===== src/rtl/serial_rx_pkg.sv =====
package serial_rx_pkg;
  typedef enum logic [1:0] {
    RX_IDLE  = 2'd0,
    RX_START = 2'd1,
    RX_DATA  = 2'd2,
    RX_STOP  = 2'd3
  } rx_state_e;
endpackage


===== src/rtl/serial_rx_sync.sv =====
module serial_rx_sync #(
  parameter int   STAGES  = 2,
  parameter logic RST_VAL = 1'b1
) (
  input  logic clk_i,
  input  logic rst_ni,
  input  logic d_i,
  output logic q_o
);
  logic [STAGES-1:0] chain_q;

  generate
    if (STAGES == 1) begin : g_single
      always_ff @(posedge clk_i or negedge rst_ni) begin
        if (!rst_ni) chain_q <= RST_VAL;
        else         chain_q <= d_i;
      end
    end else begin : g_chain
      always_ff @(posedge clk_i or negedge rst_ni) begin
        if (!rst_ni) chain_q <= {STAGES{RST_VAL}};
        else         chain_q <= {chain_q[STAGES-2:0], d_i};
      end
    end
  endgenerate

  assign q_o = chain_q[STAGES-1];
endmodule


===== src/rtl/serial_rx_frame.sv =====
module serial_rx_frame
  import serial_rx_pkg::*;
#(
  parameter int OVS          = 16,
  parameter int SAMPLE_PHASE = 7,   // 1..OVS-1, ticks after edge detection tick
  parameter int DATA_BITS    = 8
) (
  input  logic                 clk_i,
  input  logic                 rst_ni,
  input  logic                 tick_i,
  input  logic                 line_i,
  output logic                 done_o,
  output logic [DATA_BITS-1:0] byte_o,
  output logic                 stop_ok_o
);
  localparam int CW = (OVS > 1) ? $clog2(OVS) : 1;
  localparam int BW = (DATA_BITS > 1) ? $clog2(DATA_BITS) : 1;
  localparam logic [CW-1:0] CNT_LAST  = CW'(OVS - 1);
  localparam logic [CW-1:0] CNT_PHASE = CW'(SAMPLE_PHASE);
  localparam logic [BW-1:0] BIT_LAST  = BW'(DATA_BITS - 1);

  rx_state_e            state_q;
  logic [CW-1:0]        cnt_q;
  logic [BW-1:0]        bit_q;
  logic                 prev_q;
  logic [DATA_BITS-1:0] sh_q;

  always_ff @(posedge clk_i or negedge rst_ni) begin
    if (!rst_ni) begin
      state_q <= RX_IDLE;
      cnt_q   <= '0;
      bit_q   <= '0;
      prev_q  <= 1'b1;
      sh_q    <= '0;
    end else if (tick_i) begin
      prev_q <= line_i;
      unique case (state_q)
        RX_IDLE: begin
          if (prev_q && !line_i) begin
            state_q <= RX_START;
            cnt_q   <= CW'(1);
          end
        end
        RX_START: begin
          if (cnt_q == CNT_PHASE) begin
            cnt_q <= '0;
            bit_q <= '0;
            state_q <= line_i ? RX_IDLE : RX_DATA;
          end else begin
            cnt_q <= cnt_q + CW'(1);
          end
        end
        RX_DATA: begin
          if (cnt_q == CNT_LAST) begin
            cnt_q <= '0;
            sh_q  <= {line_i, sh_q[DATA_BITS-1:1]};
            if (bit_q == BIT_LAST) state_q <= RX_STOP;
            else                   bit_q   <= bit_q + BW'(1);
          end else begin
            cnt_q <= cnt_q + CW'(1);
          end
        end
        RX_STOP: begin
          // rearm at the stop-bit centre, not its end
          if (cnt_q == CNT_LAST) begin
            cnt_q   <= '0;
            state_q <= RX_IDLE;
          end else begin
            cnt_q <= cnt_q + CW'(1);
          end
        end
        default: state_q <= RX_IDLE;
      endcase
    end
  end

  assign done_o    = tick_i && (state_q == RX_STOP) && (cnt_q == CNT_LAST);
  assign byte_o    = sh_q;
  assign stop_ok_o = line_i;

  p_rearm_after_stop_r4: assert property (@(posedge clk_i) disable iff (!rst_ni)
    done_o |=> (state_q == RX_IDLE));

  p_false_start_high_r5: assert property (@(posedge clk_i) disable iff (!rst_ni)
    ($past(state_q) == RX_START && state_q == RX_IDLE) |-> ($past(line_i) && $past(tick_i)));
endmodule


===== src/rtl/serial_rx_hold.sv =====
module serial_rx_hold #(
  parameter int DW = 8
) (
  input  logic          clk_i,
  input  logic          rst_ni,
  input  logic          done_i,
  input  logic [DW-1:0] byte_i,
  input  logic          stop_ok_i,
  input  logic          rd_i,
  output logic [DW-1:0] data_o,
  output logic          valid_o,
  output logic          strobe_o,
  output logic          ferr_o,
  output logic          overrun_o
);
  logic [DW-1:0] data_q;
  logic          valid_q, strobe_q, ferr_q, overrun_q;

  always_ff @(posedge clk_i or negedge rst_ni) begin
    if (!rst_ni) begin
      data_q    <= '0;
      valid_q   <= 1'b0;
      strobe_q  <= 1'b0;
      ferr_q    <= 1'b0;
      overrun_q <= 1'b0;
    end else begin
      strobe_q <= done_i;
      ferr_q   <= done_i && !stop_ok_i;
      if (done_i) begin
        // completion wins over a same-cycle read
        data_q  <= byte_i;
        valid_q <= 1'b1;
        if (valid_q && !rd_i) overrun_q <= 1'b1;
        else if (rd_i)        overrun_q <= 1'b0;
      end else if (rd_i) begin
        valid_q   <= 1'b0;
        overrun_q <= 1'b0;
      end
    end
  end

  assign data_o    = data_q;
  assign valid_o   = valid_q;
  assign strobe_o  = strobe_q;
  assign ferr_o    = ferr_q;
  assign overrun_o = overrun_q;

  p_strobe_single_r9: assert property (@(posedge clk_i) disable iff (!rst_ni)
    strobe_q |=> !strobe_q);

  p_ferr_with_strobe_r6: assert property (@(posedge clk_i) disable iff (!rst_ni)
    ferr_q |-> strobe_q);

  p_valid_on_strobe_r7: assert property (@(posedge clk_i) disable iff (!rst_ni)
    strobe_q |-> valid_q);

  p_read_clears_r7: assert property (@(posedge clk_i) disable iff (!rst_ni)
    (rd_i && !done_i) |=> (!valid_q && !overrun_q));

  p_data_only_on_strobe_r7: assert property (@(posedge clk_i) disable iff (!rst_ni)
    !strobe_q |-> $stable(data_q));

  p_overrun_set_r8: assert property (@(posedge clk_i) disable iff (!rst_ni)
    (done_i && valid_q && !rd_i) |=> overrun_q);
endmodule


===== src/rtl/serial_rx_rearm.sv =====
module serial_rx_rearm #(
  parameter int OVS          = 16,
  parameter int SAMPLE_PHASE = 7,
  parameter int DATA_BITS    = 8,
  parameter int SYNC_STAGES  = 2
) (
  input  logic                 clk_i,
  input  logic                 rst_ni,
  input  logic                 tick_i,
  input  logic                 rxd_i,
  input  logic                 rd_i,
  output logic [DATA_BITS-1:0] data_o,
  output logic                 valid_o,
  output logic                 strobe_o,
  output logic                 ferr_o,
  output logic                 overrun_o
);
  logic                 line_s;
  logic                 done;
  logic                 stop_ok;
  logic [DATA_BITS-1:0] byte_w;

  serial_rx_sync #(.STAGES(SYNC_STAGES), .RST_VAL(1'b1)) u_sync (
    .clk_i (clk_i),
    .rst_ni(rst_ni),
    .d_i   (rxd_i),
    .q_o   (line_s)
  );

  serial_rx_frame #(
    .OVS         (OVS),
    .SAMPLE_PHASE(SAMPLE_PHASE),
    .DATA_BITS   (DATA_BITS)
  ) u_frame (
    .clk_i    (clk_i),
    .rst_ni   (rst_ni),
    .tick_i   (tick_i),
    .line_i   (line_s),
    .done_o   (done),
    .byte_o   (byte_w),
    .stop_ok_o(stop_ok)
  );

  serial_rx_hold #(.DW(DATA_BITS)) u_hold (
    .clk_i    (clk_i),
    .rst_ni   (rst_ni),
    .done_i   (done),
    .byte_i   (byte_w),
    .stop_ok_i(stop_ok),
    .rd_i     (rd_i),
    .data_o   (data_o),
    .valid_o  (valid_o),
    .strobe_o (strobe_o),
    .ferr_o   (ferr_o),
    .overrun_o(overrun_o)
  );
endmodule


===== config.mk =====
export PLATFORM = sky130hd
export DESIGN_NAME = serial_rx_rearm
export DESIGN_NICKNAME = d
export VERILOG_FILES = /design/src/rtl/serial_rx_pkg.sv /design/src/rtl/serial_rx_sync.sv /design/src/rtl/serial_rx_frame.sv /design/src/rtl/serial_rx_hold.sv /design/src/rtl/serial_rx_rearm.sv
export SDC_FILE = /design/constraint.sdc
export NUM_CORES = 1
export LEC_CHECK = 0
export BUFFER_PORTS_ARGS = -buffer_cell sky130_fd_sc_hd__buf_4
export CORE_MARGIN = 4
export CORE_UTILIZATION = 50
export CTS_CLUSTER_DIAMETER = 120
export DETAILED_ROUTE_END_ITERATION = 16
export GPL_TIMING_DRIVEN = 0
export PLACE_DENSITY = 0.7
export SYNTH_ARGS = -nofsm -noshare
export SYNTH_HDL_FRONTEND = slang
export SYNTH_SLANG_ARGS = --single-unit
export TNS_END_PERCENT = 50

===== constraint.sdc =====
create_clock -name clk_i -period 1.51 [get_ports clk_i]
set_clock_uncertainty 0.05 [all_clocks]
set_input_delay 0.2265 -clock clk_i [delete_from_list [all_inputs] [get_ports clk_i]]
set_output_delay 0.2265 -clock clk_i [all_outputs]
set_load 0.005 [all_outputs]

* Word level (Yosys, flattened, before mapping)
Cells that the tools add are included.
** Storage, ports and cells
- Bits in registers :: 32
- Input port bits :: 5
- Word-level logic and storage cells :: 60
** Cells by class
- Add/subtract/negate cells :: 2
- Equality and inequality tests :: 12
- Multiplexer cells :: 20
- Reductions and logical operators :: 15
** Operator list (number)
- 2-bit two-way mux :: 6
- 4-bit two-way mux :: 3
- 4-bit case mux with 3 select lines :: 1
- 2-bit by 1-bit inequality test with 1-bit output, second input constant :: 5
- 3-bit two-way mux :: 3
- 2-bit case mux with 4 select lines :: 1
- 3-bit case mux with 2 select lines :: 1
- 6-bit AND reduction :: 1
- 1-bit logical AND :: 5
- 1-bit two-way mux :: 5
- 5-bit AND reduction :: 1
- 4-bit by 1-bit adder with 4-bit output, second input constant :: 1
- 2-bit equality test, second input constant :: 2
- 4-bit by 3-bit equality test with 1-bit output, second input constant :: 1
- 4-bit equality test, second input constant :: 1
- 2-bit nonzero test :: 2
- 3-bit by 1-bit adder with 3-bit output, second input constant :: 1
- 3-bit equality test, second input constant :: 1
- 3-bit AND reduction :: 1
- 2-bit by 1-bit equality test with 1-bit output, second input constant :: 1
- 1-bit zero test :: 2
- 2-bit zero test :: 1
- 2-bit inequality test, second input constant :: 1
- 2-bit AND reduction :: 1
- 2-bit OR reduction :: 1

* Longest topological paths before layout
Gate-level depths: netlist of run 1.
- Depth after elaboration :: 4
- Mapped depth :: 5
- Depth with buffers taken out :: 5

* Hierarchy
Synthesis of run 1 repeated with hierarchy kept, for this count alone.
** Unflattened totals
- Cell total of the unflattened synthesis :: 106
- Area total of the unflattened synthesis :: 1440.1 µm²
** Modules (own cells, without submodules)
- serial_rx_frame :: times used 1, cells each 78, area each 933.4 µm², sequential area each 451.7 µm²
- serial_rx_hold :: times used 1, cells each 26, area each 454.2 µm², sequential area each 300.3 µm²
- serial_rx_sync :: times used 1, cells each 2, area each 52.6 µm², sequential area each 52.6 µm²

* Least setup slack after synthesis of run 1
No wires, ideal clock.
- Kind :: reg-to-reg
- From :: reg u_frame.cnt_q[0]
- To :: reg u_frame.sh_q[0], in the netlist u_frame.byte_o[0]
- Library setup time :: 0.125 ns
- Arrival :: 1.505 ns
- Setup slack :: -0.170 ns
- Stages on the path, launching flop included :: 6
- Buffers on the path :: 1
- Cell sequence :: dfrtp_1 -> ha_1 -> and4_4 -> and3b_1 -> buf_6 -> mux2_2
** Between the ends
- Word-level cells in the longest chain between the ends :: 2
** Ends and longest elaborated chain
- from (decl) :: RTL line serial_rx_frame.sv:23 : logic [CW-1:0] cnt_q;
- from (signal assigned) :: RTL line serial_rx_frame.sv:50 : cnt_q <= cnt_q + CW'(1);
- from (signal assigned) :: RTL line serial_rx_frame.sv:60 : cnt_q <= cnt_q + CW'(1);
- from (signal assigned) :: RTL line serial_rx_frame.sv:69 : cnt_q <= cnt_q + CW'(1);
- 4-bit equality test :: RTL line serial_rx_frame.sv:54 : if (cnt_q == CNT_LAST) begin
- 3-bit AND reduction (no source line)
- to (signal assigned) :: RTL line serial_rx_frame.sv:56 : sh_q <= {line_i, sh_q[DATA_BITS-1:1]};
- to (decl) :: RTL line serial_rx_frame.sv:26 : logic [DATA_BITS-1:0] sh_q;
No other way between the ends.
A chain may end at the register's enable or synchronous reset.

* Worst setup path after layout of run 1
- From :: reg u_frame.cnt_q[1]
- To :: reg u_frame.sh_q[7], in the netlist u_frame.byte_o[7]
The elaborated chain is that of the path after synthesis.

==> impl_metrics.env, run 1 <==
export IMPL_status="finished, violations left"
export IMPL_violations="negative setup slack"
export IMPL_wl_um=2630
export IMPL_dp_cells=152
export IMPL_r2r_slack_ps=-90
export IMPL_die_width_um=61.6
export IMPL_drive_gt1_frac=0.504
export IMPL_io_buffer_count=15
export IMPL_cap_violations=0
export IMPL_hold_viol=0
export IMPL_cts_buffers=5
export IMPL_hpwlAfterDp_um=1720
export IMPL_setup_slack_ps=-90.7
export IMPL_hold_class="in2reg"
export IMPL_ys_ff_latch=32
export IMPL_cts_path_max_buffers=2
export IMPL_final_cells=170
export IMPL_reg2reg_depth=5
export IMPL_crit_fanout=8
export IMPL_worst_slew_pin_slew_ps=406
export IMPL_dr_pass1_iters=5
export IMPL_ir_drop_v=0.00105
export IMPL_ys_async_sr_fraction=1.00
export IMPL_slew_headroom=0.725
export IMPL_final_net_count=146
export IMPL_vias=952
export IMPL_final_common_cell="dfrtp_1"
export IMPL_top_usage_layer="met2"
export IMPL_slew_viol_final=0
export IMPL_viasPerCell=5.60
export IMPL_r2r_end="u_frame.byte_o[7]"
export IMPL_syn_inst=106
export IMPL_rsz0062_at_grt="yes"
export IMPL_post_synth_num_cell_types=40
export IMPL_antenna_found_initial=0
export IMPL_grt_usage=0.158
export IMPL_grt_overflow=0
export IMPL_endpoint_kind="flip-flop"
export IMPL_syn_area_per_cell_um2=13.6
export IMPL_initial_utilization=0.521
export IMPL_syn_nets=114
export IMPL_wl_per_cell_um=15.5
export IMPL_final_cell_mix="28 x dfrtp_1, 24 x buf_4, 13 x mux2_4"
export IMPL_crit_path_max_incr_delay_ps=410
export IMPL_globalplace_congestion=0.788
export IMPL_setup_viol=17
export IMPL_cpMaxStageDelayCell="dfrtp_1"
export IMPL_synth_edf_count=0
export IMPL_synth_flop_cell="dfrtp_1"
export IMPL_grt_max_degree=33
export IMPL_hold_depth=2
export IMPL_syn_area_um2=1440
export IMPL_drt_iter0_drc=27
export IMPL_p_leak_uw=0.000903
export IMPL_antenna_cells=0
export IMPL_h_tree_depth=2
export IMPL_die_h_um=61.6
export IMPL_io_pins=17
export IMPL_timing_fmax_mhz=625
export IMPL_grt_pass1_vias=930
export IMPL_place_ws_ps=-186
export IMPL_clk_pin_slew_ps=90
export IMPL_fin_crit_sh=1.06
export IMPL_cts_tree="done"
export IMPL_yosysWarnings=0
export IMPL_path_cells="ha_4 > and4_4 > and3b_1 > buf_6 > mux2_4"
export IMPL_min_delay_start="tick_i"
export IMPL_fin_util=0.672
export IMPL_grt_pass1_wl_um=4290
export IMPL_ant_nets=0
export IMPL_min_to="u_frame.prev_q"
export IMPL_core_area_um2=2760
export IMPL_grtUsageMet1=0.215
export IMPL_r2r_start="u_frame.cnt_q[1]"
export IMPL_area_delta_synth_final_pct=29.1
export IMPL_drc=0
export IMPL_crit_type="reg2reg"
export IMPL_cts_sinks=32
export IMPL_root_buffer="clkbuf_4"
export IMPL_fin_crit_ps=1600
export IMPL_worstPathRequired_ps=1680
export IMPL_start_kind="flip-flop"
export IMPL_hold_ws_ps=141
export IMPL_dieArea_um2=3790
export IMPL_grt_use_met3=0.0713
export IMPL_clk_latency_ps=330
export IMPL_met2_usage=0.223
export IMPL_arrival_ps=1770
export IMPL_seq_area_frac_synth=0.560
export IMPL_powerDensity_nw_per_um2=1320
export IMPL_std_cell_rows=19
## where the power goes
part	internal (µW)	switching [µW]	total (µW)
registers	946	94.6	1040
clock network	439	289	729
logic	358	324	681
total	1740	708	2450
## synth_stat cells (2+ instances only)
library cell | n | area (µm²)
dfrtp_1 | 29 | 726
mux2_2 | 20 | 225
and3b_1 | 3 | 26.3
buf_2 | 3 | 15.0
dfstp_2 | 3 | 78.8
ha_1 | 3 | 37.5
inv_1 | 3 | 11.3
nor2_1 | 3 | 11.3
nor2b_1 | 3 | 18.8
a22oi_1 | 2 | 15.0
buf_6 | 2 | 22.5
nand3_1 | 2 | 10.0
nor3b_1 | 2 | 15.0
o21ai_0 | 2 | 10.0
## logic make-up after synthesis
| kind of cell | share of synthesized area |
|---|---|
| fa+ha+maj | 0.0261 |
| buf+inv | 0.0418 |
| mux | 0.164 |
| compound gates | 0.0854 |
| flops | 0.560 |
| simple gates | 0.123 |
## final cells by class
| cell class | instances | area (µm²) |
|---|---|---|
| Timing Repair Buffer | 25 | 195 |
| Tap cell | 31 | 38.8 |
| Inverter | 4 | 20.0 |
| Multi-Input combinational cell | 64 | 652 |
| Clock buffer | 7 | 65.1 |
| Fill cell | 214 | 903 |
| Buffer | 6 | 47.5 |
| Clock inverter | 1 | 30.0 |
| Sequential cell | 32 | 806 |
## routing by layer
metal / vias to the layer above / routed length [µm]
met5: - / 0
met4: 0 / 31
met3: 5 / 128
met2: 17 / 1240
met1: 474 / 1230
li1: 456 / -
## through the flow
stage / instance area [µm²] / power (µW) / setup TNS (ps)
after floorplan: 1480 / 1470 / -802
after global placement: 1630 / 1590 / -2190
after detailed placement: 1630 / 1610 / -2740
after CTS: 1830 / 2430 / -1030
after global routing: 1850 / 2590 / -1920
final: 1850 / 2450 / -979
## worst max path at each step
stage | slack, ps | startpoint | depth (start not counted) | end
2_1_floorplan | -80 | u_frame.cnt_q[0] | 5 | u_frame.byte_o[0]
3_3_place_gp | -150 | u_frame.cnt_q[0] | 5 | u_frame.byte_o[6]
3_5_place_dp | -190 | u_frame.cnt_q[0] | 5 | u_frame.byte_o[1]
4_1_cts | -100 | u_frame.bit_q[1] | 5 | u_frame.bit_q[0]
5_1_grt | -160 | u_frame.bit_q[1] | 5 | u_frame.bit_q[1]
6_report | -90 | u_frame.cnt_q[1] | 5 | u_frame.byte_o[7]
## sequential cells by signal, summed over array words and instances (netlist names), 2 cells and up, named ones only
name            flops
u_frame.byte_o      8
u_sync.chain_q      2
u_hold.data_o       8
u_frame.bit_q       3
u_frame.cnt_q       4
## critical path: cells and delay by family, from the launching register on
| family | cells | cell delay [ps] |
|---|---|---|
| muxes | 1 | 310 |
| adders and majority gates | 1 | 150 |
| DFF | 1 | 410 |
| and+or+nand+nor | 2 | 410 |
| buffers and inverters | 1 | 160 |
## repair_timing
item / CTS / global route
gates cloned: 0 / 0
endpoints found under the setup margin: 16 / 20
hold buffers: 3 / 0
gates resized for setup: 10 / 3
buffers inserted: 5 / 2
pin swaps: 2 / 0
hold endpoints to repair: 31 / 0
(Power assumes the default switching activity.)
==> run 2, diff against run 1 <==
--- a/config.mk
+++ b/config.mk
@@ -6,12 +6,14 @@
 export NUM_CORES = 1
 export LEC_CHECK = 0
 export BUFFER_PORTS_ARGS = -buffer_cell sky130_fd_sc_hd__buf_4
+export CELL_PAD_IN_SITES_DETAIL_PLACEMENT = 0
+export CELL_PAD_IN_SITES_GLOBAL_PLACEMENT = 1
 export CORE_MARGIN = 4
-export CORE_UTILIZATION = 50
+export CORE_UTILIZATION = 42
 export CTS_CLUSTER_DIAMETER = 120
 export DETAILED_ROUTE_END_ITERATION = 16
 export GPL_TIMING_DRIVEN = 0
-export PLACE_DENSITY = 0.7
+export PLACE_DENSITY = 0.71
 export SYNTH_ARGS = -nofsm -noshare
 export SYNTH_HDL_FRONTEND = slang
 export SYNTH_SLANG_ARGS = --single-unit
==> impl_metrics.env, run 2 (synthesis results as in run 1) <==
export IMPL_status="finished, violations left"
export IMPL_violations="negative setup slack"
export IMPL_fin_crit_ps=1610
export IMPL_dieArea_um2=4420
export IMPL_worstPathRequired_ps=1680
export IMPL_final_cell_mix="28 x dfrtp_1, 24 x buf_4, 16 x mux2_4"
export IMPL_vias=942
export IMPL_nFillCells=273
export IMPL_final_net_count=147
export IMPL_h_tree_depth=2
export IMPL_die_width_um=66.5
export IMPL_worst_slew_pin_slew_ps=403
export IMPL_clk_latency_ps=330
export IMPL_powerDensity_nw_per_um2=1240
export IMPL_drt_iter0_drc=32
export IMPL_final_common_cell="dfrtp_1"
export IMPL_grt_pass1_wl_um=4580
export IMPL_ir_drop_v=0.000742
export IMPL_grt_max_degree=33
export IMPL_wl_um=2720
export IMPL_arrival_ps=1780
export IMPL_dr_pass1_iters=4
export IMPL_setup_slack_ps=-95.4
export IMPL_die_h_um=66.5
export IMPL_io_buffer_count=15
export IMPL_rsz0062_at_grt="yes"
export IMPL_cpMaxStageDelayCell="dfrtp_1"
export IMPL_initial_utilization=0.456
export IMPL_crit_fanout=3
export IMPL_hpwlAfterDp_um=1710
export IMPL_cts_path_max_buffers=2
export IMPL_path_cells="ha_2 > ha_4 > and4bb_2 > o21ai_4 > mux2_4"
export IMPL_slew_viol_final=0
export IMPL_grt_overflow=0
export IMPL_antenna_found_initial=0
export IMPL_setup_viol=12
export IMPL_antenna_cells=0
export IMPL_cts_tree="done"
export IMPL_hold_ws_ps=143
export IMPL_core_area_um2=3150
export IMPL_viasPerCell=5.12
export IMPL_cap_violations=0
export IMPL_crit_type="reg2reg"
export IMPL_root_buffer="clkbuf_4"
export IMPL_io_pins=17
export IMPL_grt_pass1_vias=967
export IMPL_area_delta_synth_final_pct=31.4
export IMPL_drc=0
export IMPL_cts_buffers=5
export IMPL_finalPower_uw=2350
export IMPL_p_leak_uw=0.000906
export IMPL_globalplace_congestion=0.702
export IMPL_start_kind="flip-flop"
export IMPL_timing_fmax_mhz=623
export IMPL_std_cell_rows=20
export IMPL_fin_crit_sh=1.06
export IMPL_ant_nets=0
export IMPL_slew_headroom=0.731
export IMPL_drive_gt1_frac=0.507
export IMPL_cts_sinks=32
export IMPL_hold_viol=0
export IMPL_endpoint_kind="flip-flop"
export IMPL_hold_class="in2reg"
export IMPL_grt_usage=0.140
export IMPL_clk_pin_slew_ps=100
export IMPL_wl_per_cell_um=14.8
export IMPL_crit_path_max_incr_delay_ps=400
==> run 2: changes by cell type in the layout (fill, tap and decap cells not counted), sizes merged <==
cell,previous run,this run
buf,28,29
clkinv,0,1
clkbuf,7,6
==> run 2: per-layer routing <==
layer,track usage,share of wire,up-vias
li1,-,-,462
met1,0.191,0.49,459
met2,0.204,0.46,15
met3,0.0405,0.033,6
met4,0.0609,0.015,0
met5,0,0,-
==> run 2: cell type report <==
class                   instances  area [µm²]  share of cell area
well taps                      44        55.1              0.0292
plain buffers                   6        47.5              0.0252
clock buffers                   6        41.3              0.0219
repair buffers                 26         206               0.109
multi-input cells              64         676               0.358
inverters                       4        20.0              0.0106
flip-flops and latches         32         806               0.427
clock inverters                 2        35.0              0.0186
==> run 2: repair_timing <==
action / 4_1_cts / 5_1_grt
hold buffers: 3 / 0
pin swaps: 5 / 1
hold endpoints to repair: 31 / 0
setup buffers: 7 / 1
gates resized for setup: 10 / 9
endpoints found under the setup margin: 16 / 23
==> run 2: power by group <==
| group | switching (µW) | leakage (µW) | internal, µW | total [µW] |
|---|---|---|---|---|
| Combinational | 323 | 0.000446 | 347 | 669 |
| Sequential | 94.2 | 0.000417 | 947 | 1040 |
| Clock | 289 | 0.0000422 | 347 | 636 |
| Total | 706 | 0.000906 | 1640 | 2350 |
==> run 2: final timing paths <==
check                                  start           endpoint  slack (ps)  cells after the start
max                         u_frame.bit_q[1]   u_frame.bit_q[2]        -100                      5
min                                   tick_i     u_frame.prev_q         140                      2
max reg2reg                 u_frame.bit_q[1]   u_frame.bit_q[2]        -100                      5
min reg2reg                u_sync.chain_q[0]  u_sync.chain_q[1]         310                      0
max in group asynchronous             rst_ni     u_frame.prev_q         770                      2
min in group asynchronous             rst_ni   u_frame.bit_q[2]         310                      2
==> run 2: worst max-delay path: cells and delay by family (launching register included) <==
family / cells / cell delay (ps)
AOI/OAI and AO/OA: 1 / 80
adders and majority gates: 2 / 360
DFF: 1 / 400
muxes: 1 / 310
and+or+nand+nor: 1 / 310
==> run 2: through the flow <==
step / TNS, ps / instances / utilization / area [µm²] / worst slack, ps
final: -907 / 184 / 0.598 / 1890 / -95.4
after global routing: -1530 / 184 / 0.598 / 1890 / -132
after CTS: -992 / 183 / 0.587 / 1850 / -113
after detailed placement: -2940 / 165 / 0.522 / 1650 / -202
after global placement: -2660 / 165 / 0.522 / 1650 / -186
after floorplan: -802 / 106 / - / 1480 / -77.8
==> run 3, diff against run 2 <==
--- a/config.mk
+++ b/config.mk
@@ -9,12 +9,13 @@
 export CELL_PAD_IN_SITES_DETAIL_PLACEMENT = 0
 export CELL_PAD_IN_SITES_GLOBAL_PLACEMENT = 1
 export CORE_MARGIN = 4
-export CORE_UTILIZATION = 42
+export CORE_UTILIZATION = 46
 export CTS_CLUSTER_DIAMETER = 120
 export DETAILED_ROUTE_END_ITERATION = 16
 export GPL_TIMING_DRIVEN = 0
-export PLACE_DENSITY = 0.71
+export PLACE_DENSITY = 0.74
 export SYNTH_ARGS = -nofsm -noshare
 export SYNTH_HDL_FRONTEND = slang
+export SYNTH_HIERARCHICAL = 1
 export SYNTH_SLANG_ARGS = --single-unit
 export TNS_END_PERCENT = 50
==> constraint.sdc (replaced) <==
create_clock -name clk_i -period 1.5 [get_ports clk_i]
set_clock_uncertainty 0.05 [all_clocks]
set_input_delay 0.225 -clock clk_i [delete_from_list [all_inputs] [get_ports clk_i]]
set_output_delay 0.225 -clock clk_i [all_outputs]
set_load 0.005 [all_outputs]
==> impl_metrics.env, run 3 <==
export IMPL_status="finished, violations left"
export IMPL_violations="negative setup slack"
export IMPL_multi_input_area_um2=699
export IMPL_vias=948
export IMPL_reg2reg_depth=5
export IMPL_hold_viol=0
export IMPL_setup_tns_ps=-390
export IMPL_worstPathRequired_ps=1670
export IMPL_wl_per_cell_um=14.5
export IMPL_grt_pass1_vias=962
export IMPL_arrival_ps=1730
export IMPL_die_width_um=64.0
export IMPL_slew_headroom=0.727
export IMPL_grt_overflow=0
export IMPL_cpMaxStageDelayCell="dfrtp_1"
export IMPL_antenna_found_initial=0
export IMPL_yosysWarnings=6
export IMPL_h_tree_depth=2
export IMPL_dieArea_um2=4090
export IMPL_final_net_count=147
export IMPL_drc=0
export IMPL_fin_crit_ps=1560
export IMPL_grt_use_met3=0.0510
export IMPL_crit_fanout=3
export IMPL_die_h_um=64.0
export IMPL_crit_type="reg2reg"
export IMPL_core_area_um2=3030
export IMPL_clk_pin_slew_ps=100
export IMPL_yosys_area_top_type="dfrtp_1"
export IMPL_powerDensity_nw_per_um2=1260
export IMPL_grt_pass1_wl_um=4690
export IMPL_drt_iter0_drc=45
export IMPL_dr_pass1_iters=4
export IMPL_io_pins=17
export IMPL_area_delta_synth_final_pct=32.3
export IMPL_r2r_end="u_frame/bit_q[0]"
export IMPL_final_cells=184
export IMPL_worst_slew_pin_slew_ps=407
export IMPL_r2r_start="u_frame/bit_q[1]"
export IMPL_rsz0062_at_grt="yes"
export IMPL_ant_nets=0
export IMPL_hold_class="in2reg"
export IMPL_cts_sinks=32
export IMPL_startpoint="u_frame/bit_q[1]"
export IMPL_grt_usage=0.149
export IMPL_endpoint_kind="flip-flop"
export IMPL_crit_path_max_incr_delay_ps=420
export IMPL_wl_um=2670
export IMPL_clk_latency_ps=330
export IMPL_final_cell_mix="28 x dfrtp_1, 26 x buf_4, 16 x mux2_4"
export IMPL_met2_usage=0.217
export IMPL_hpwlAfterDp_um=1630
export IMPL_top_usage_layer="met2"
export IMPL_setup_viol=11
export IMPL_final_common_cell="dfrtp_1"
export IMPL_syn_area_per_cell_um2=13.6
export IMPL_cts_tree="done"
export IMPL_globalplace_congestion=0.683
export IMPL_critPathMostFrequentCell="ha_4"
export IMPL_p_leak_uw=0.000892
export IMPL_io_buffer_count=15
export IMPL_slew_viol_final=0
export IMPL_syn_inst=106
export IMPL_fin_util=0.629
export IMPL_hold_depth=2
export IMPL_nFillCells=257
export IMPL_timing_fmax_mhz=642
export IMPL_syn_area_um2=1440
export IMPL_r2r_slack_ps=-60
export IMPL_grtUsageMet1=0.204
export IMPL_setup_slack_ps=-57.7
export IMPL_start_kind="flip-flop"
export IMPL_ir_drop_v=0.000650
export IMPL_seq_area_frac_synth=0.559
export IMPL_post_synth_num_cell_types=36
export IMPL_path_cells="ha_4 > ha_4 > nor4bb_4 > o21bai_2 > mux2_4"
export IMPL_cap_violations=0
export IMPL_syn_nets=114
export IMPL_synth_edf_count=0
export IMPL_std_cell_rows=20
export IMPL_synth_most_common_cell="dfrtp_1"
export IMPL_endpoint="u_frame/bit_q[0]"
export IMPL_ys_ff_latch=32
export IMPL_fin_crit_sh=1.04
export IMPL_grt_max_degree=33
export IMPL_dp_cells=165
export IMPL_viasPerCell=5.15
export IMPL_antenna_cells=0
export IMPL_seq_area_um2=806
export IMPL_cts_buffers=5
export IMPL_yosys_top_cells_area="dfrtp_1 50%, mux2_2 9.4%, mux2_4 7.3%"
export IMPL_synth_flop_cell="dfrtp_1"
export IMPL_cts_path_max_buffers=2
export IMPL_synth_commonest_cells="29 x dfrtp_1, 12 x mux2_2, 7 x mux2_4"
export IMPL_ys_async_sr_fraction=1.00
export IMPL_initial_utilization=0.476
export IMPL_synth_top_area_share=0.504
export IMPL_finalPower_uw=2390
export IMPL_root_buffer="clkbuf_4"
export IMPL_drive_gt1_frac=0.529
==> run 3: cell types whose count changed after synthesis, sizes merged, moves of 2 or more <==
cell   delta
and3b     -3
nand2     +2
nor3      +2
o21ai     -2
a22o      +2
and4      -2
==> run 3: repair_timing <==
action,CTS,global route
hold buffers,3,0
endpoints found under the hold margin,31,0
setup buffers,8,0
gates resized for setup,18,9
pin swaps,8,3
endpoints found under the setup margin,22,20
==> run 3: metal layers <==
| layer | vias to the layer above | routed length [µm] |
|---|---|---|
| met4 | 0 | 27 |
| met1 | 478 | 1260 |
| met2 | 17 | 1260 |
| met3 | 4 | 113 |
| met5 | - | 0 |
| li1 | 449 | - |
==> run 3: cell families after synthesis <==
| group | share of synthesized area |
|---|---|
| adder cells (fa/ha/maj) | 0.0261 |
| AO/OA/AOI/OAI | 0.0947 |
| multiplexers | 0.174 |
| AND/OR/NAND/NOR | 0.103 |
| buffers and inverters | 0.0382 |
| XOR/XNOR | 0.00608 |
| flip-flops | 0.559 |
==> run 3: cell type report <==
| cell class | instances | share of cell area |
|---|---|---|
| Clock buffer | 7 | 0.0289 |
| Inverter | 3 | 0.00591 |
| Tap cell | 44 | 0.0289 |
| Clock inverter | 1 | 0.00394 |
| Timing Repair Buffer | 26 | 0.113 |
| Buffer | 6 | 0.0295 |
| Multi-Input combinational cell | 65 | 0.367 |
| Sequential cell | 32 | 0.423 |
==> run 3: how the worst min path moves through the flow <==
stage                                   to  slack, ps   start
after floorplan                  async pin       -120  rst_ni
after detailed placement  u_frame/cnt_q[2]        130  rst_ni
final                       u_frame/prev_q        180  tick_i
after global routing        u_frame/prev_q        170  tick_i
after global placement    u_frame/cnt_q[3]        130  rst_ni
after CTS                   u_frame/prev_q        160  tick_i
==> run 3: critical path: cells and delay by family (launching register included) <==
kind / cells / cell delay, ps
fa+ha+maj: 2 / 350
mux: 1 / 260
compound gates: 1 / 110
simple gates: 1 / 260
flops: 1 / 420
==> run 3: through the flow <==
stage / area (µm²) / worst slack [ps] / hold WS, ps
6_report: 1910 / -57.7 / 184
3_5_place_dp: 1610 / -161 / 133
5_1_grt: 1910 / -131 / 171
3_3_place_gp: 1610 / -135 / 129
2_1_floorplan: 1450 / -33.6 / -121
4_1_cts: 1850 / -133 / 162
==> run 3: report_power, final <==
part / switching, µW / internal [µW] / leakage (µW)
logic: 404 / 407 / 0.000439
clock network: 289 / 229 / 0.0000315
registers: 100 / 962 / 0.000421
total: 794 / 1600 / 0.000892
